**config.mk**
```make
export PLATFORM = sky130hd
export DESIGN_NAME = sccHostPort
export DESIGN_NICKNAME = d
export VERILOG_FILES = /design/src/rtl/sccHostPkg.sv /design/src/rtl/sccHostCtrl.sv /design/src/rtl/sccHostRegs.sv /design/src/rtl/sccHostPort.sv
export SDC_FILE = /design/constraint.sdc
export NUM_CORES = 1
export LEC_CHECK = 0
export ABC_AREA = 1
export BUFFER_PORTS_ARGS = -buffer_cell sky130_fd_sc_hd__buf_4
export CAP_MARGIN = 40
export CORE_MARGIN = 2
export CORE_UTILIZATION = 45
export CTS_CLUSTER_SIZE = 24
export DETAILED_ROUTE_END_ITERATION = 10
export GPL_TIMING_DRIVEN = 0
export PLACE_DENSITY = 0.67
export SETUP_SLACK_MARGIN = 0.05
export SYNTH_ARGS = -nofsm -noshare
export SYNTH_HDL_FRONTEND = slang
export SYNTH_SLANG_ARGS = --single-unit
```
**constraint.sdc**
```tcl
create_clock -name clk -period 2 [get_ports clk]
set_input_delay 0.3 -clock clk [delete_from_list [all_inputs] [get_ports clk]]
set_output_delay 0.3 -clock clk [all_outputs]
set_load 0.01 [all_outputs]
```
**src/rtl/sccHostPkg.sv**
```systemverilog
package sccHostPkg;
  localparam int NCH    = 2;
  localparam int NREG   = 16;
  localparam int DW     = 8;
  localparam int PTR_W  = $clog2(NREG);
  localparam int CMD_W  = 3;

  localparam logic [CMD_W-1:0] CMD_POINT_HIGH = 3'd1;
  localparam logic [CMD_W-1:0] CMD_TX_CLR     = 3'd5;
  localparam logic [CMD_W-1:0] CMD_IUS_CLR    = 3'd7;

  localparam logic [PTR_W-1:0] MASTER_REG = 4'd9;
  localparam logic [PTR_W-1:0] DIV_LO_REG = 4'd12;
  localparam logic [PTR_W-1:0] DIV_HI_REG = 4'd13;

  typedef struct packed {
    logic [NCH-1:0]   chanRst;
    logic             regWr;
    logic             rdCtrl;
    logic             rdRx;
    logic             chSel;
    logic [PTR_W-1:0] regIdx;
    logic [DW-1:0]    data;
  } hostStrobeT;

  function automatic logic [DW-1:0] wrRstVal(input int idx);
    case (idx)
      4:       return 8'h04;
      9:       return 8'hC0;
      11:      return 8'h08;
      14:      return 8'h30;
      15:      return 8'hF8;
      default: return 8'h00;
    endcase
  endfunction

  function automatic logic [DW-1:0] rdRstVal(input int idx);
    case (idx)
      0:       return 8'h44;
      1:       return 8'h07;
      default: return 8'h00;
    endcase
  endfunction
endpackage

```
**src/rtl/sccHostCtrl.sv**
```systemverilog
module sccHostCtrl
  import sccHostPkg::*;
(
  input  logic            clk,
  input  logic            rstN,
  input  logic            portSel,
  input  logic            chanSel,
  input  logic            wrEn,
  input  logic            rdEn,
  input  logic [DW-1:0]   wrData,
  output hostStrobeT      strb,
  output logic [NCH-1:0]  txStrobe,
  output logic [DW-1:0]   txByte,
  output logic [NCH-1:0]  rxReadStrobe,
  output logic [NCH-1:0]  txIntClr,
  output logic [NCH-1:0]  iusClr,
  output logic [NCH-1:0]  chanRstOut
);
  logic [NCH-1:0][PTR_W-1:0] ptrQ, ptrD;
  logic [PTR_W-1:0] curPtr;
  logic [CMD_W-1:0] cmdCode;
  logic ctrlWr, ctrlRd, dataWr, dataRd;
  logic [NCH-1:0] txClrD, iusClrD;

  always_comb begin
    curPtr  = ptrQ[chanSel];
    cmdCode = wrData[5:3];
    ctrlWr  = wrEn & ~portSel;
    dataWr  = wrEn &  portSel;
    ctrlRd  = rdEn & ~wrEn & ~portSel;
    dataRd  = rdEn & ~wrEn &  portSel;

    ptrD    = ptrQ;
    txClrD  = '0;
    iusClrD = '0;
    strb         = '0;
    strb.chSel   = chanSel;
    strb.regIdx  = curPtr;
    strb.data    = wrData;

    if (ctrlWr) begin
      if (curPtr == '0) begin
        ptrD[chanSel] = {cmdCode == CMD_POINT_HIGH, wrData[PTR_W-2:0]};
        if (cmdCode == CMD_TX_CLR)  txClrD[chanSel]  = 1'b1;
        if (cmdCode == CMD_IUS_CLR) iusClrD[chanSel] = 1'b1;
      end else if (curPtr == MASTER_REG) begin
        strb.chanRst = {wrData[7], wrData[6]};
        if (wrData[7:6] == 2'b00) ptrD[chanSel] = '0;
        for (int c = 0; c < NCH; c++)
          if (strb.chanRst[c]) ptrD[c] = '0;
      end else begin
        strb.regWr    = 1'b1;
        ptrD[chanSel] = '0;
      end
    end
    if (ctrlRd) begin
      strb.rdCtrl   = 1'b1;
      ptrD[chanSel] = '0;
    end
    if (dataRd) strb.rdRx = 1'b1;
  end

  always_ff @(posedge clk or negedge rstN) begin
    if (!rstN) begin
      ptrQ         <= '0;
      txStrobe     <= '0;
      txByte       <= '0;
      rxReadStrobe <= '0;
      txIntClr     <= '0;
      iusClr       <= '0;
      chanRstOut   <= '0;
    end else begin
      ptrQ       <= ptrD;
      txIntClr   <= txClrD;
      iusClr     <= iusClrD;
      chanRstOut <= strb.chanRst;
      for (int c = 0; c < NCH; c++) begin
        txStrobe[c]     <= dataWr && (chanSel == 1'(c));
        rxReadStrobe[c] <= dataRd && (chanSel == 1'(c));
      end
      if (dataWr) txByte <= wrData;
    end
  end


  access_excl_chk: assert property (@(posedge clk) disable iff (!rstN)
    !(wrEn && rdEn));


  ptr_home_chk: assert property (@(posedge clk) disable iff (!rstN)
    (rdEn && !wrEn && !portSel) |=> (ptrQ[$past(chanSel)] == '0));


  mstr_idle_chk: assert property (@(posedge clk) disable iff (!rstN)
    (wrEn && !portSel && curPtr == MASTER_REG && wrData[7:6] == 2'b00)
      |=> (ptrQ[$past(chanSel)] == '0 && chanRstOut == '0));


  tx_byte_chk: assert property (@(posedge clk) disable iff (!rstN)
    (txStrobe != '0) |-> (txByte == $past(wrData) && $onehot0(txStrobe)));

  generate
    for (genvar c = 0; c < NCH; c++) begin : gChk

      rst_ptr_chk: assert property (@(posedge clk) disable iff (!rstN)
        chanRstOut[c] |-> (ptrQ[c] == '0));
    end
  endgenerate
endmodule

```
**src/rtl/sccHostRegs.sv**
```systemverilog
module sccHostRegs
  import sccHostPkg::*;
(
  input  logic                    clk,
  input  logic                    rstN,
  input  hostStrobeT              strb,
  input  logic [NCH*DW-1:0]       rxHold,
  output logic [DW-1:0]           rdData,
  output logic [NCH*NREG*DW-1:0]  wrRegs
);
  logic [NCH-1:0][NREG-1:0][DW-1:0] rdAll;

  generate
    for (genvar c = 0; c < NCH; c++) begin : gChan
      logic [NREG-1:0][DW-1:0] wregL;
      logic [NREG-1:0][DW-1:0] rregL;
      logic selMe;

      assign selMe = strb.regWr && (strb.chSel == 1'(c));

      always_ff @(posedge clk or negedge rstN) begin
        if (!rstN) begin
          for (int r = 0; r < NREG; r++) begin
            wregL[r] <= wrRstVal(r);
            rregL[r] <= rdRstVal(r);
          end
        end else if (strb.chanRst[c]) begin
          for (int r = 0; r < NREG; r++) begin
            wregL[r] <= wrRstVal(r);
            rregL[r] <= rdRstVal(r);
          end
        end else if (selMe) begin
          wregL[strb.regIdx] <= strb.data;
          if (strb.regIdx == DIV_LO_REG || strb.regIdx == DIV_HI_REG)
            rregL[strb.regIdx] <= strb.data;
        end
      end

      assign wrRegs[c*NREG*DW +: NREG*DW] = wregL;
      assign rdAll[c] = rregL;


      rst_values_chk: assert property (@(posedge clk) disable iff (!rstN)
        $past(strb.chanRst[c]) |-> (wregL[MASTER_REG] == 8'hC0 &&
          wregL[4] == 8'h04 && rregL[0] == 8'h44 && rregL[1] == 8'h07));


      div_mirror_chk: assert property (@(posedge clk) disable iff (!rstN)
        $past(selMe && !strb.chanRst[c] && strb.regIdx == DIV_LO_REG)
          |-> (rregL[DIV_LO_REG] == $past(strb.data)));


      mstr_nostore_chk: assert property (@(posedge clk) disable iff (!rstN)
        $past(strb.chanRst == '0) |-> (wregL[MASTER_REG] == $past(wregL[MASTER_REG])));
    end
  endgenerate

  always_ff @(posedge clk or negedge rstN) begin
    if (!rstN)
      rdData <= '0;
    else if (strb.rdCtrl)
      rdData <= rdAll[strb.chSel][strb.regIdx];
    else if (strb.rdRx)
      rdData <= rxHold[strb.chSel*DW +: DW];
  end
endmodule

```
**src/rtl/sccHostPort.sv**
```systemverilog
module sccHostPort
  import sccHostPkg::*;
#(
  parameter int ADDR_SHIFT = 0,
  localparam int ADDR_W    = ADDR_SHIFT + 2
) (
  input  logic                        clk,
  input  logic                        rstN,
  input  logic [ADDR_W-1:0]           addr,
  input  logic                        wrEn,
  input  logic                        rdEn,
  input  logic [7:0]                  wrData,
  input  logic [15:0]                 rxHold,
  output logic [7:0]                  rdData,
  output logic [255:0]                wrRegs,
  output logic [1:0]                  txStrobe,
  output logic [7:0]                  txByte,
  output logic [1:0]                  rxReadStrobe,
  output logic [1:0]                  txIntClr,
  output logic [1:0]                  iusClr,
  output logic [1:0]                  chanRstOut
);
  hostStrobeT strb;

  sccHostCtrl u_ctrl (
    .clk          (clk),
    .rstN         (rstN),
    .portSel      (addr[ADDR_SHIFT]),
    .chanSel      (addr[ADDR_SHIFT+1]),
    .wrEn         (wrEn),
    .rdEn         (rdEn),
    .wrData       (wrData),
    .strb         (strb),
    .txStrobe     (txStrobe),
    .txByte       (txByte),
    .rxReadStrobe (rxReadStrobe),
    .txIntClr     (txIntClr),
    .iusClr       (iusClr),
    .chanRstOut   (chanRstOut)
  );

  sccHostRegs u_regs (
    .clk    (clk),
    .rstN   (rstN),
    .strb   (strb),
    .rxHold (rxHold),
    .rdData (rdData),
    .wrRegs (wrRegs)
  );
endmodule

```
Word level (Yosys, flattened, before mapping)
Cells that the tools add are included.
Widths: inputs -> output; s select.
{"block": "op_classes", "add_sub_neg": 0, "shift": 1, "muxes": 48, "multipliers": 0, "div": 0, "eq_ne": 6, "n_lt_le_gt_ge": 4, "bitwise": 11, "n_reduce_logical": 18}
{"cell": "$mux 128", "count": 12}
{"cell": "$bwmux 128", "count": 4}
{"cell": "$mux 8", "count": 9}
{"cell": "$bmux 8 s4", "count": 1}
{"cell": "$demux 8 s4", "count": 1}
{"cell": "$mux 4", "count": 5}
{"cell": "$and 8x8->8", "count": 2}
{"cell": "$shiftx 16x5->8", "count": 1}
{"cell": "$mux 2", "count": 7}
{"cell": "$eq 4x4->1 const B", "count": 3}
{"cell": "$reduce_bool 2->1", "count": 5}
{"cell": "$bwmux 8", "count": 1}
{"cell": "$logic_and 1x1->1", "count": 8}
{"cell": "$not 8->8", "count": 1}
{"cell": "$eq 3x3->1 const B", "count": 2}
{"cell": "$mux 3", "count": 2}
{"cell": "$and 1x1->1", "count": 5}
{"cell": "$lt 4x5->1 const B", "count": 1}
{"cell": "$demux 4 s1", "count": 1}
{"cell": "$ge 4x1->1 const B", "count": 1}
{"cell": "$logic_not 4->1", "count": 1}
{"cell": "$mux 1", "count": 4}
{"cell": "$reduce_and 2->1", "count": 2}
{"cell": "$eq 3x1->1 const B", "count": 1}
{"cell": "6 further kinds", "count": 8}
{"block": "totals", "ramBits": 0, "romBits": 0, "latch_bits": 0, "ff_bits": 546, "memories": 0, "wordCells": 161}

Logic depth before layout (Yosys ltp)
Gate-level depths: netlist (run 1).
{"block": "depth", "depth_word": 13, "ltp_mapped": 16, "mapped_depth_nobuf": 13}

By module
Synthesis (run 1) repeated with hierarchy kept, for this count alone.
{"block": "unflattened", "cells_unflattened": 2688, "area_unflattened_um2": 23013.3}
{"module": "sccHostRegs", "cells_each": 2524, "instances": 1, "seq_area_each_um2": 13052.5, "area_per_inst_um2": 21607.0}
{"module": "sccHostCtrl", "cells_each": 164, "instances": 1, "seq_area_each_um2": 650.6, "area_per_inst_um2": 1406.3}

Worst setup path after synthesis (run 1)
Ideal clock, no wire load.
{"block": "synth_path", "kind": "in2reg", "startpoint": "input addr[1]", "endpoint": "register u_regs.gChan[0].wregL, in the netlist u_regs.wrRegs[1]", "required_time_ns": 1.888, "path_stages": 14, "n_path_buf": 5, "arrival_ns": 2.041, "path_slack_ns": -0.153, "cell_sequence": "buf_4 > inv_2 > buf_6 > nand2_1 > nand2_2 > nor2_4 > nand2_2 > nor3_4 > inv_2 > buf_4 > buf_4 > buf_2 > nand2_1 > inv_2"}
{"block": "synth_between", "elab_chain_cells": 9, "elab_cells_between_ends": 19, "classes_between": "order compare: 2; eq/ne: 1; mux: 11; bitwise: 1; reduce/logical: 4"}
{"element": "from (decl)", "line": "sccHostPort.sv:9", "text": "input logic [ADDR_W-1:0] addr,"}
{"element": "$mux 4 (implied by the code) (2 in series)", "line": "sccHostCtrl.sv:26", "text": "curPtr = ptrQ[chanSel];"}
{"element": "$lt 4x5->1 (implied by the code) or $ge 4x1->1 (tied branches)", "line": "sccHostRegs.sv:33", "text": "wregL[strb.regIdx] <= strb.data;"}
{"element": "$logic_and 1x1->1 (implied by the code)", "line": "sccHostRegs.sv:33"}
{"element": "$mux 8 (implied by the code)", "line": "sccHostRegs.sv:33"}
{"element": "$demux 8 s4"}
{"element": "$bwmux 128", "line": "sccHostRegs.sv:33"}
{"element": "$mux 128", "line": "sccHostRegs.sv:32", "text": "end else if (selMe) begin"}
{"element": "$mux 128", "line": "sccHostRegs.sv:27", "text": "end else if (strb.chanRst[c]) begin"}
{"element": "to (signal, indexed assignment)", "line": "sccHostRegs.sv:24", "text": "wregL[r] <= wrRstVal(r);"}
{"element": "to (signal, indexed assignment)", "line": "sccHostRegs.sv:29", "text": "wregL[r] <= wrRstVal(r);"}
{"element": "to (signal, indexed assignment)", "line": "sccHostRegs.sv:33"}
{"element": "to (decl)", "line": "sccHostRegs.sv:15", "text": "logic [NREG-1:0][DW-1:0] wregL;"}
Parallel ways exist; a longest one is shown, timed or not. The select of a mux whose other input is x is not followed.
A chain may end at the register's enable or synchronous reset.

Worst setup path in the final report (run 1)
{"block": "layout_path", "startpoint": "register u_ctrl.ptrQ[5] (netlist bit)", "endpoint": "register u_regs.gChan[0].wregL, in the netlist u_regs.wrRegs[110]"}
{"block": "layout_between", "elab_chain_cells": 9, "elab_cells_between_ends": 18, "classes_between": "order compare: 2; eq/ne: 1; mux: 11; reduce/logical: 4"}
{"element": "from (decl)", "line": "sccHostCtrl.sv:19", "text": "logic [NCH-1:0][PTR_W-1:0] ptrQ, ptrD;"}
{"element": "from (signal assigned)", "line": "sccHostCtrl.sv:73", "text": "ptrQ <= ptrD;"}
{"element": "$mux 4 (implied by the code) (*) (2 in series)", "line": "sccHostCtrl.sv:26"}
{"element": "$lt 4x5->1 (implied by the code) or $ge 4x1->1 (tied branches)", "line": "sccHostRegs.sv:33"}
{"element": "$logic_and 1x1->1 (implied by the code)", "line": "sccHostRegs.sv:33"}
{"element": "$mux 8 (implied by the code)", "line": "sccHostRegs.sv:33"}
{"element": "$demux 8 s4"}
{"element": "$bwmux 128", "line": "sccHostRegs.sv:33"}
{"element": "$mux 128", "line": "sccHostRegs.sv:32"}
{"element": "$mux 128", "line": "sccHostRegs.sv:27"}
Mark *: on every way between the ends. The rest lies on a longest branch, timed or not. The select of a mux whose other input is x is not followed.

==> results of run 1 <==
[state kept, by name, indices dropped and copies added (netlist names)]
signal	count
u_regs.gChan.rregL	256
u_regs.wrRegs	256
u_ctrl.ptrQ	8
u_ctrl.txByte	8
u_regs.rdData	8
u_ctrl.chanRstOut	2
u_ctrl.iusClr	2
u_ctrl.rxReadStrobe	2
u_ctrl.txIntClr	2
u_ctrl.txStrobe	2
[synth_stat cells (3+ instances only)]
cell / count / area share, %
inv_2: 21 / 0.34
a21oi_1: 8 / 0.17
a221oi_1: 8 / 0.30
nor2_2: 3 / 0.081
nand3_1: 23 / 0.50
inv_1: 403 / 6.5
a31oi_1: 18 / 0.49
buf_2: 28 / 0.61
o21ai_2: 5 / 0.19
clkinv_1: 4 / 0.065
buf_4: 7 / 0.23
a21oi_2: 12 / 0.45
dfrtp_1: 514 / 56
o21ai_0: 199 / 4.3
a211oi_1: 6 / 0.19
buf_1: 7 / 0.11
clkbuf_1: 73 / 1.2
nand2_1: 1352 / 22
nand2_2: 3 / 0.081
or2_2: 10 / 0.27
dfstp_2: 32 / 3.6
nor2_1: 144 / 2.3
[what timing repair did]
action | CTS | global route
hold endpoints to repair | 112 | 92
resized for setup | 227 | 168
gates cloned | 4 | 4
endpoints found under the setup margin | 530 | 481
pin swaps | 18 | 29
buffers inserted | 38 | 25
[worst max-delay path, delay by kind of cell (launching register included)]
kind | cells | cell delay, ns
AO/OA/AOI/OAI | 2 | 0.15
flip-flops | 1 | 0.39
buffers and inverters | 4 | 0.53
AND/OR/NAND/NOR | 5 | 0.73
[layer usage]
layer  vias to the layer above  global-route usage, %  share of wire, %
met5                         -                      0                 0
met4                         0                   12.1               4.3
met3                       204                   4.92               7.9
met2                       943                   48.3                48
met1                     10058                   37.6                40
li1                       9557                      -                 -
[final timing paths]
path / start / to / slack (ns) / cells after the start
hold reg to reg: u_regs.gChan[1].rregL[69] / u_regs.gChan[1].rregL[69] / 0.46 / 2
setup reg to reg: u_ctrl.ptrQ[5] / u_regs.wrRegs[110] / 0.05 / 11
setup / recovery: u_ctrl.ptrQ[5] / u_regs.wrRegs[110] / 0.05 / 11
max in group asynchronous: rstN / u_regs.wrRegs[134] / 0.49 / 4
min in group clk: addr[0] / u_ctrl.rxReadStrobe[1] / 0.15 / 3
hold / removal: rstN / u_regs.wrRegs[22] / -0.32 / 1
[cells by family (layout without fill, tap and decap cells)]
family                 count (synthesis)  in the layout
buffers and inverters                546           1059
AOI/OAI and AO/OA                    259            261
and+or+nand+nor                     1539           1540
DFF                                  546            546
[per-stage QoR]
| stage | power [mW] | util, % | setup TNS, ns |
|---|---|---|---|
| finish | 35.1 | 60.0 | 0 |
| CTS | 34.7 | 58.7 | 0 |
| floorplan | 18.2 | - | -0.607 |
| global route | 36.7 | 60.0 | -0.967 |
| global placement | 22.7 | 51.8 | -3010.42 |
| detailed placement | 22.9 | 52.2 | -370.15 |
[cell type report]
class / instances / area (um2)
inverter: 428 / 1640
tap: 680 / 851
sequential: 546 / 13700
fill: 4403 / 20500
clock buffer: 89 / 1700
multi-input combinational: 1801 / 8070
clock inverter: 18 / 253
timing repair buffer: 406 / 3430
buffer: 117 / 985
timing repair inverter: 1 / 6.26
[power by group through the flow]
stage          clock [mW]  sequential [mW]  combinational, mW
6_report             11.0             14.6               9.49
5_1_grt              11.7             14.8               10.2
4_1_cts              11.2             14.6               8.95
3_5_place_dp            0             14.7               8.22
3_3_place_gp            0             14.7               8.06
2_1_floorplan           0             15.2               3.05
==> impl_metrics.prom, run 1 <==
# TYPE chip_impl_metric gauge
chip_impl_metric{name="finalHoldViolCount",unit=""} 92
chip_impl_metric{name="irDropWorstVdd",unit="V"} 0.000677
chip_impl_metric{name="placedInstanceArea",unit="um2"} 26700
chip_impl_metric{name="fp.dieH",unit="um"} 231
chip_impl_metric{name="cts-root-to-sink-buffers",unit=""} 3
chip_impl_metric{name="clkSlewWorstSetupHoldPaths",unit="ns"} 0.06
chip_impl_metric{name="synth_adder_area_share",unit="%"} 0
chip_impl_metric{name="place.detailed.hpwl",unit="mm"} 53.6
chip_impl_metric{name="yosys_warnings",unit=""} 0
chip_impl_metric{name="area_delta_synth_final",unit="%"} 32.4
chip_impl_metric{name="final_worst_hold_slack",unit="ns"} -0.318
chip_impl_metric{name="synth-async-reset-ratio",unit="%"} 100
chip_impl_metric{name="num_antenna_cells",unit=""} 0
chip_impl_metric{name="clock.fmax",unit="MHz"} 513
chip_impl_metric{name="period_minus_slack",unit="ns"} 1.95
chip_impl_info{name="main_combinational_cell_family_by_area_after_synthesis",value="simple AND/OR/NAND/NOR gates"} 1
chip_impl_info{name="worst_path_cell_with_the_longest_stage_delay",value="dfrtp_1"} 1
chip_impl_metric{name="max_slew.worst_pin.slew",unit="ns"} 0.935
chip_impl_metric{name="internal-power",unit="mW"} 23.7
chip_impl_metric{name="finish.net_count",unit=""} 3388
chip_impl_metric{name="yosys.area_share.xor_xnor",unit="%"} 0
chip_impl_metric{name="fp-row-count",unit=""} 83
chip_impl_metric{name="first_pass_iters",unit=""} 5
chip_impl_metric{name="hold_buffers",unit=""} 20
chip_impl_metric{name="max_stage_delay_on_crit_path",unit="ns"} 0.39
chip_impl_metric{name="period_share",unit="%"} 97.4
chip_impl_info{name="synthFlopType",value="dfrtp_1"} 1
chip_impl_metric{name="detailroute.via_count",unit=""} 20762
chip_impl_info{name="ctsRootBufferMaster",value="clkbuf_16"} 1
chip_impl_metric{name="synthSimpleGateAreaFrac",unit="%"} 25.4
chip_impl_metric{name="synth_area",unit="um2"} 23100
chip_impl_metric{name="clkLatencyLatePin",unit="ns"} 0.63
chip_impl_metric{name="power.combinational.fraction",unit="%"} 27.0
chip_impl_metric{name="detail_route.drc_violations",unit=""} 0
chip_impl_metric{name="timing.max_slew.rel_slack",unit="%"} 37.7
chip_impl_metric{name="gr-total-overflow",unit=""} 0
chip_impl_metric{name="avgSynthCellArea",unit="um2"} 8.00
chip_impl_metric{name="placement.io_buffers",unit=""} 308
chip_impl_metric{name="avgViaCountPerCell",unit=""} 5.08
chip_impl_metric{name="place.detailed.instances",unit=""} 3889
chip_impl_metric{name="maxSlewViolCount",unit=""} 0
chip_impl_metric{name="pwr_density_cell",unit="nW/um2"} 1150
chip_impl_metric{name="io_pins",unit=""} 312
chip_impl_metric{name="synth_compound_gate_area_share",unit="%"} 6.18
chip_impl_metric{name="gp_routability_congestion",unit=""} 0.936
chip_impl_metric{name="pwr-share-clk",unit="%"} 31.4
chip_impl_metric{name="post_route_worst_setup_slack",unit="ns"} 0.0521
chip_impl_info{name="cp_common_cell",value="nand2_8"} 1
chip_impl_metric{name="number_of_flops_mapped_to_enable_cells_by_yosys",unit=""} 0
chip_impl_metric{name="yosys_register_bits",unit=""} 546
chip_impl_metric{name="detailedRoute.firstIterationViolations",unit=""} 1996
chip_impl_info{name="setup_repair_after_global_routing_missed_its_margin",value="yes"} 1
chip_impl_info{name="path_class",value="flip-flop to flip-flop"} 1
chip_impl_metric{name="floorplan.die.width",unit="um"} 231
chip_impl_metric{name="cp.required",unit="ns"} 2.49
chip_impl_metric{name="grt_antenna_before_repair",unit=""} 0
chip_impl_metric{name="finalClockSkew",unit="ns"} 0.0315
chip_impl_info{name="most_frequent_cells_in_the_layout",value="1297 x nand2_1, 514 x dfrtp_1, 386 x inv_1"} 1
chip_impl_metric{name="core_area",unit="um2"} 51100
chip_impl_metric{name="power.sequential.fraction",unit="%"} 41.6
chip_impl_metric{name="finalInstanceArea",unit="um2"} 30600
chip_impl_info{name="outcome",value="finished with violations"} 1
chip_impl_metric{name="sequential_fraction_of_the_synthesis_area",unit="%"} 59.2
chip_impl_info{name="timing.critical_path.cells",value="nand2_2 > nand2_8 > nor2_4 > nand2_8 > nor3_4 > inv_2 > buf_4 > o21ai_4 > buf_12 > clkbuf_16 > o21ai_0"} 1
chip_impl_info{name="hold_path_class",value="primary input to async pin"} 1
chip_impl_info{name="worst_setup_path_end_kind",value="flip-flop"} 1
chip_impl_metric{name="grt_start_max_net_pins",unit=""} 120
chip_impl_metric{name="syn-instance-count",unit=""} 2890
chip_impl_metric{name="switching_share",unit="%"} 32.6
chip_impl_metric{name="avgRoutedWirePerCell",unit="um"} 19.2
chip_impl_metric{name="layoutNonFillerInstCount",unit=""} 4086
chip_impl_metric{name="grt_pass1_vias",unit=""} 20252
chip_impl_metric{name="numClockSinks",unit=""} 546
chip_impl_metric{name="synth_nets",unit=""} 2920
chip_impl_metric{name="antenna_violating_nets_post_route",unit=""} 0
chip_impl_metric{name="tritoncts.num_buffers",unit=""} 57
chip_impl_metric{name="cap_viol_max_count",unit=""} 0
chip_impl_metric{name="path_max_fanout",unit=""} 8
chip_impl_info{name="final_common_cell",value="nand2_1"} 1
chip_impl_metric{name="drive_gt1_share",unit="%"} 22.9
chip_impl_metric{name="worstPathArrival",unit="ns"} 2.44
chip_impl_metric{name="initial_utilization",unit="%"} 45.3
chip_impl_metric{name="p_sw",unit="mW"} 11.4
chip_impl_metric{name="yosys-mux-area-fraction",unit="%"} 0
chip_impl_metric{name="place_worst_setup_slack",unit="ns"} -1.15
chip_impl_metric{name="cellLeakagePower",unit="nW"} 17.9
chip_impl_metric{name="first_pass_grt_wire_length",unit="mm"} 118
chip_impl_info{name="cts_tree",value="built"} 1
chip_impl_metric{name="yosys.cell_types.count",unit=""} 29
chip_impl_info{name="cp-start-kind",value="flip-flop"} 1
chip_impl_metric{name="routed_wirelength",unit="mm"} 78.6
chip_impl_metric{name="finalSetupViolCount",unit=""} 0
chip_impl_metric{name="design.die.area",unit="um2"} 53200
chip_impl_info{name="failed_checks",value="negative hold slack"} 1
chip_impl_metric{name="track_usage",unit="%"} 29.0
chip_impl_metric{name="ctsHtreeMaxLevel",unit=""} 2
No activity file was read; power rests on OpenSTA's default activity.
==> run 2: changes to the inputs <==
- CORE_ASPECT_RATIO: unset -> 0.5
- SKIP_CTS_REPAIR_TIMING: unset -> 1
==> run 2 against run 1 <==
Compared with the run above:
- the flow still finishes with violations (negative hold slack)
- non-clock buffer count grew 10
- die area grew 0.21%
- sequential share of layout area grew 0.21 points
- final cell count is the same
- via count shrank 1.4%
- core utilization grew 0.41 points
- total power shrank 3.2%
- clock skew shrank 0.013 ns
- critical path type unchanged
- largest cell class unchanged
==> impl_metrics.prom, run 2 (synthesis results as in run 1) <==
# TYPE chip_impl_metric gauge
chip_impl_info{name="outcome",value="finished with violations"} 1
chip_impl_info{name="failed_checks",value="negative hold slack"} 1
chip_impl_metric{name="finalSetupViolCount",unit=""} 0
chip_impl_info{name="final_common_cell",value="nand2_1"} 1
chip_impl_metric{name="ctsHtreeMaxLevel",unit=""} 2
chip_impl_metric{name="finish.net_count",unit=""} 3387
chip_impl_metric{name="max_slew.worst_pin.slew",unit="ns"} 0.936
chip_impl_metric{name="drive_gt1_share",unit="%"} 23.7
chip_impl_metric{name="fin_setup_tns",unit="ns"} 0
chip_impl_metric{name="first_pass_grt_wire_length",unit="mm"} 111
chip_impl_metric{name="period_share",unit="%"} 99.7
chip_impl_metric{name="cellLeakagePower",unit="nW"} 17.9
chip_impl_info{name="path_class",value="flip-flop to flip-flop"} 1
chip_impl_metric{name="internal-power",unit="mW"} 22.9
chip_impl_metric{name="tritoncts.num_buffers",unit=""} 50
chip_impl_metric{name="worstPathArrival",unit="ns"} 2.48
chip_impl_metric{name="final.fill_count",unit=""} 4367
chip_impl_info{name="setup_repair_after_global_routing_missed_its_margin",value="yes"} 1
chip_impl_metric{name="cap_viol_max_count",unit=""} 0
chip_impl_metric{name="numClockSinks",unit=""} 546
chip_impl_metric{name="cts-root-to-sink-buffers",unit=""} 3
chip_impl_metric{name="final-seq-area",unit="um2"} 13700
chip_impl_metric{name="multiInputGateArea",unit="um2"} 8130
chip_impl_metric{name="cp.required",unit="ns"} 2.49
chip_impl_metric{name="core_area",unit="um2"} 50500
chip_impl_metric{name="irDropWorstVdd",unit="V"} 0.000649
chip_impl_metric{name="place_worst_setup_slack",unit="ns"} -0.994
chip_impl_metric{name="placement.io_buffers",unit=""} 308
chip_impl_metric{name="floorplan.die.width",unit="um"} 325
chip_impl_metric{name="first_pass_iters",unit=""} 5
chip_impl_info{name="ctsRootBufferMaster",value="clkbuf_16"} 1
chip_impl_metric{name="io_pins",unit=""} 312
chip_impl_metric{name="place.detailed.hpwl",unit="mm"} 49.8
chip_impl_metric{name="clkLatencyLatePin",unit="ns"} 0.59
chip_impl_metric{name="track_usage",unit="%"} 26.8
chip_impl_metric{name="timing.max_slew.rel_slack",unit="%"} 37.6
chip_impl_metric{name="detailedRoute.firstIterationViolations",unit=""} 2190
chip_impl_metric{name="post_route_worst_setup_slack",unit="ns"} 0.00595
chip_impl_metric{name="gr-total-overflow",unit=""} 0
chip_impl_metric{name="pwr-share-clk",unit="%"} 29.4
chip_impl_metric{name="num_antenna_cells",unit=""} 0
chip_impl_info{name="worst_setup_path_end_kind",value="flip-flop"} 1
chip_impl_metric{name="clock.fmax",unit="MHz"} 501
chip_impl_metric{name="grt_antenna_before_repair",unit=""} 0
chip_impl_metric{name="area_delta_synth_final",unit="%"} 31.8
chip_impl_metric{name="detail_route.drc_violations",unit=""} 0
chip_impl_metric{name="antenna_violating_nets_post_route",unit=""} 0
chip_impl_metric{name="pwr_density_cell",unit="nW/um2"} 1110
chip_impl_metric{name="avgRoutedWirePerCell",unit="um"} 18.3
chip_impl_metric{name="p_sw",unit="mW"} 11.1
chip_impl_metric{name="fp.dieH",unit="um"} 164
chip_impl_info{name="most_frequent_cells_in_the_layout",value="1289 x nand2_1, 514 x dfrtp_1, 383 x buf_4"} 1
chip_impl_metric{name="path_max_fanout",unit=""} 7
chip_impl_metric{name="grt_start_max_net_pins",unit=""} 121
chip_impl_metric{name="gp_routability_congestion",unit=""} 0.908
chip_impl_info{name="cp-start-kind",value="flip-flop"} 1
chip_impl_metric{name="routed_wirelength",unit="mm"} 75.0
chip_impl_metric{name="switching_share",unit="%"} 32.7
chip_impl_metric{name="design.die.area",unit="um2"} 53300
chip_impl_metric{name="avgViaCountPerCell",unit=""} 5.01
chip_impl_metric{name="detailroute.via_count",unit=""} 20461
chip_impl_metric{name="grt_pass1_vias",unit=""} 18759
chip_impl_metric{name="clkSlewWorstSetupHoldPaths",unit="ns"} 0.07
chip_impl_metric{name="finalHoldViolCount",unit=""} 224
chip_impl_metric{name="final_worst_hold_slack",unit="ns"} -0.241
chip_impl_metric{name="period_minus_slack",unit="ns"} 1.99
chip_impl_info{name="cts_tree",value="built"} 1
chip_impl_metric{name="initial_utilization",unit="%"} 45.8
chip_impl_metric{name="power.combinational.fraction",unit="%"} 27.9
chip_impl_metric{name="finalClockSkew",unit="ns"} 0.0184
chip_impl_metric{name="power.sequential.fraction",unit="%"} 42.8
chip_impl_metric{name="maxSlewViolCount",unit=""} 0
chip_impl_metric{name="fp-row-count",unit=""} 58
chip_impl_info{name="hold_path_class",value="primary input to async pin"} 1
## run 2: cell types whose count changed in the layout (fill, tap and decap cells not counted), sizes merged
cell	previous run	this run
bufbuf	1	0
dlygate4sd3	20	17
a21oi	22	20
bufinv	5	2
buf	433	454
clkbuf	158	140
inv	426	421
clkinv	10	11
clkinvlp	6	7
nor2	149	148
## run 2: layout make-up
| type | count | area share [%] |
|---|---|---|
| Sequential cell | 546 | 44.9 |
| Multi-Input combinational cell | 1798 | 26.7 |
| Timing Repair Buffer | 415 | 11.5 |
| Inverter | 428 | 5.45 |
| Clock buffer | 78 | 5.18 |
| Buffer | 118 | 3.03 |
| Tap cell | 690 | 2.83 |
| Clock inverter | 13 | 0.386 |
## run 2: path summary, 6_finish.rpt
kind	start	slack, ns	to	cells after the start
max	u_ctrl.ptrQ[5]	0.006	u_regs.gChan[0].rregL[1]	11
min	rstN	-0.24	u_regs.gChan[1].rregL[43]	2
max reg2reg	u_ctrl.ptrQ[5]	0.006	u_regs.gChan[0].rregL[1]	11
min reg2reg	u_regs.gChan[0].rregL[6]	0.46	u_regs.gChan[0].rregL[6]	2
max in group asynchronous	rstN	0.61	u_regs.wrRegs[91]	5
min in group clk	wrEn	0	u_regs.rdData[1]	4
## run 2: critical path, stage by stage (launching register included)
cell and delay (ns):
dfrtp_1 0.40, nand2_2 0.12, nand2_8 0.09, nor2_4 0.19
nand2_8 0.11, nor3_4 0.27, inv_4 0.11, buf_12 0.17
buf_12 0.15, clkbuf_16 0.18, nand2_2 0.06, inv_2 0.03
## run 2: through the flow
| step | cell area [um2] | hold WS [ns] | util (%) | total power, mW | cells |
|---|---|---|---|---|---|
| after floorplan | 23300 | 0.00441 | - | 18.2 | 2890 |
| after global placement | 26500 | 0.448 | 52.4 | 22.7 | 3888 |
| after detailed placement | 26700 | 0.196 | 52.8 | 22.8 | 3899 |
| after CTS | 28400 | -0.419 | 56.2 | 32.8 | 3990 |
| after global routing | 30500 | -0.178 | 60.4 | 35.5 | 4086 |
| final | 30500 | -0.241 | 60.4 | 34.0 | 4086 |
## run 2: power groups by stage
| stage | registers, mW | logic [mW] | clock network [mW] |
|---|---|---|---|
| 3_5_place_dp | 14.7 | 8.19 | 0 |
| 2_1_floorplan | 15.2 | 3.05 | 0 |
| 5_1_grt | 14.7 | 10.2 | 10.6 |
| 3_3_place_gp | 14.7 | 7.99 | 0 |
| 6_report | 14.5 | 9.47 | 9.99 |
| 4_1_cts | 14.5 | 8.22 | 10.1 |
## run 2: metal layers
metal / wire, um / global-route usage [%] / up-vias
li1: - / - / 9514
met1: 31400 / 36.5 / 9970
met2: 35200 / 43.8 / 797
met3: 4960 / 4.38 / 180
met4: 3410 / 10.0 / 0
met5: 0 / 0 / -
==> run 3: changes to the inputs <==
- CORE_UTILIZATION: 45 -> 52
- PLACE_DENSITY: 0.67 -> 0.76
==> run 3 against run 2 <==
Compared with the run above:
- the flow finishes with violations (negative hold slack, negative setup slack)
- register-to-register slack worse by 0.097 ns
- sequential share of layout area increased by 1.9 points
- total power fell by 3.5%
- combinational power fell by 6.3%
- worst hold slack gained 0.064 ns
- final cell count shrank 3.6%
- largest cell class unchanged
- largest power group unchanged
- highest routed layer is now met5
==> impl_metrics.prom, run 3 (synthesis results as in run 1) <==
# TYPE chip_impl_metric gauge
chip_impl_metric{name="gp_routability_congestion",unit=""} 0.927
chip_impl_metric{name="path_max_fanout",unit=""} 10
chip_impl_metric{name="timing.max_slew.rel_slack",unit="%"} 30.1
chip_impl_metric{name="avgViaCountPerCell",unit=""} 5.17
chip_impl_metric{name="place.detailed.hpwl",unit="mm"} 48.2
chip_impl_metric{name="antenna_violating_nets_post_route",unit=""} 0
chip_impl_metric{name="cp.required",unit="ns"} 2.49
chip_impl_metric{name="detailedRoute.firstIterationViolations",unit=""} 2256
chip_impl_metric{name="worstPathArrival",unit="ns"} 2.58
chip_impl_info{name="cts_tree",value="built"} 1
chip_impl_metric{name="clkSlewWorstSetupHoldPaths",unit="ns"} 0.07
chip_impl_metric{name="num_antenna_cells",unit=""} 0
chip_impl_metric{name="initial_utilization",unit="%"} 52.9
chip_impl_metric{name="design.die.area",unit="um2"} 46300
chip_impl_metric{name="routed_wirelength",unit="mm"} 71.3
chip_impl_metric{name="power.sequential.fraction",unit="%"} 44.4
chip_impl_metric{name="finalHoldViolCount",unit=""} 117
chip_impl_metric{name="io_pins",unit=""} 312
chip_impl_metric{name="period_minus_slack",unit="ns"} 2.09
chip_impl_metric{name="drive_gt1_share",unit="%"} 20.4
chip_impl_metric{name="cts-root-to-sink-buffers",unit=""} 3
chip_impl_metric{name="grt_antenna_before_repair",unit=""} 1
chip_impl_info{name="final_common_cell",value="nand2_1"} 1
chip_impl_metric{name="finalSetupViolCount",unit=""} 164
chip_impl_metric{name="ctsHtreeMaxLevel",unit=""} 2
chip_impl_metric{name="track_usage",unit="%"} 30.0
chip_impl_metric{name="cap_viol_max_count",unit=""} 0
chip_impl_info{name="outcome",value="finished with violations"} 1
chip_impl_metric{name="floorplan.die.width",unit="um"} 302
chip_impl_metric{name="first_pass_grt_wire_length",unit="mm"} 108
chip_impl_metric{name="clkLatencyLatePin",unit="ns"} 0.58
chip_impl_metric{name="clock.fmax",unit="MHz"} 478
chip_impl_info{name="ctsRootBufferMaster",value="clkbuf_16"} 1
chip_impl_metric{name="grt_pass1_vias",unit=""} 19045
chip_impl_metric{name="pwr_density_cell",unit="nW/um2"} 1120
chip_impl_metric{name="place_worst_setup_slack",unit="ns"} -0.943
chip_impl_info{name="setup_repair_after_global_routing_missed_its_margin",value="yes"} 1
chip_impl_metric{name="maxSlewViolCount",unit=""} 0
chip_impl_metric{name="core_area",unit="um2"} 43700
chip_impl_metric{name="p_sw",unit="mW"} 10.7
chip_impl_metric{name="fp-row-count",unit=""} 54
chip_impl_metric{name="post_route_worst_setup_slack",unit="ns"} -0.0915
chip_impl_metric{name="cellLeakagePower",unit="nW"} 17.5
chip_impl_info{name="path_class",value="flip-flop to flip-flop"} 1
chip_impl_metric{name="tritoncts.num_buffers",unit=""} 47
chip_impl_info{name="cp-start-kind",value="flip-flop"} 1
chip_impl_metric{name="internal-power",unit="mW"} 22.1
chip_impl_metric{name="area_delta_synth_final",unit="%"} 26.5
chip_impl_metric{name="detail_route.drc_violations",unit=""} 0
chip_impl_metric{name="period_share",unit="%"} 105
chip_impl_metric{name="avgRoutedWirePerCell",unit="um"} 18.1
chip_impl_metric{name="finish.net_count",unit=""} 3344
chip_impl_metric{name="pwr-share-clk",unit="%"} 28.5
chip_impl_metric{name="final_worst_hold_slack",unit="ns"} -0.177
chip_impl_metric{name="grt_start_max_net_pins",unit=""} 126
chip_impl_metric{name="placement.io_buffers",unit=""} 308
chip_impl_info{name="most_frequent_cells_in_the_layout",value="1318 x nand2_1, 514 x dfrtp_1, 398 x inv_1"} 1
chip_impl_metric{name="switching_share",unit="%"} 32.6
chip_impl_metric{name="numClockSinks",unit=""} 546
chip_impl_metric{name="gr-total-overflow",unit=""} 0
chip_impl_metric{name="detailroute.via_count",unit=""} 20356
chip_impl_metric{name="power.combinational.fraction",unit="%"} 27.1
chip_impl_metric{name="irDropWorstVdd",unit="V"} 0.000735
chip_impl_metric{name="max_slew.worst_pin.slew",unit="ns"} 1.04
chip_impl_info{name="failed_checks",value="negative hold slack, negative setup slack"} 1
chip_impl_metric{name="first_pass_iters",unit=""} 6
chip_impl_info{name="worst_setup_path_end_kind",value="flip-flop"} 1
chip_impl_info{name="hold_path_class",value="primary input to async pin"} 1
chip_impl_metric{name="fp.dieH",unit="um"} 153
chip_impl_metric{name="finalClockSkew",unit="ns"} 0.0199
-- run 3: changes by cell type in the layout (fill, tap and decap cells not counted), sizes merged --
cell,delta
clkinvlp,-4
buf,-46
dlygate4sd3,-1
clkbuf,+5
clkinv,-4
inv,+3
-- run 3: metrics by stage --
step,area [um2],utilization [%],TNS [ns],power [mW],std cells
after detailed placement,26500,60.6,-345.08,22.8,3793
after floorplan,23300,-,-0.607,18.2,2890
final,29300,67.0,-6.41,32.8,3937
after global routing,29300,67.0,-21.89,34.2,3937
after global placement,26300,60.3,-3035.68,22.5,3786
after CTS,28000,64.1,-296.47,32.1,3877
-- run 3: power by group through the flow --
stage	combinational, mW	clock [mW]	sequential [mW]
global placement	7.88	0	14.7
CTS	8.14	9.41	14.5
floorplan	3.05	0	15.2
global route	9.57	9.86	14.7
detailed placement	8.11	0	14.7
finish	8.87	9.35	14.6
-- run 3: worst paths after layout --
check / from / to / slack [ns] / depth (start not counted)
setup / recovery: u_ctrl.ptrQ[2] / u_regs.wrRegs[244] / -0.09 / 11
hold / removal: rstN / u_regs.wrRegs[6] / -0.18 / 1
setup reg to reg: u_ctrl.ptrQ[2] / u_regs.wrRegs[244] / -0.09 / 11
hold reg to reg: u_regs.gChan[1].rregL[76] / u_regs.gChan[1].rregL[76] / 0.46 / 2
max in group asynchronous: rstN / u_regs.wrRegs[163] / 0.51 / 3
min in group clk: wrData[4] / u_regs.wrRegs[124] / 0.03 / 3
-- run 3: layout make-up --
| class | instances | area, um2 |
|---|---|---|
| fill | 3521 | 14400 |
| buffer | 118 | 843 |
| multi-input combinational | 1798 | 7830 |
| inverter | 428 | 1630 |
| tap | 588 | 736 |
| timing repair buffer | 375 | 2990 |
| sequential | 546 | 13700 |
| clock buffer | 76 | 1450 |
| clock inverter | 8 | 90.1 |
-- run 3: worst max-delay path, cell delays in order, from the launching register on --
cell     delay, ns
dfrtp_1       0.38
inv_2         0.10
nand2_2       0.08
nand2_4       0.11
nand2_4       0.08
inv_8         0.06
nand2_4       0.09
nor3_4        0.35
buf_4         0.29
buf_2         0.27
a31oi_1       0.07
o21ai_0       0.12
-- run 3: routing by layer --
| metal | vias to the layer above | routed length (um) | global-route usage [%] | share of wire, % |
|---|---|---|---|---|
| li1 | 9429 | - | - | - |
| met4 | 2 | 3490 | 12.2 | 4.9 |
| met5 | - | 13 | 0 | 0.018 |
| met2 | 1016 | 32900 | 47.4 | 46 |
| met1 | 9722 | 28500 | 41.6 | 40 |
| met3 | 187 | 6380 | 5.02 | 8.9 |
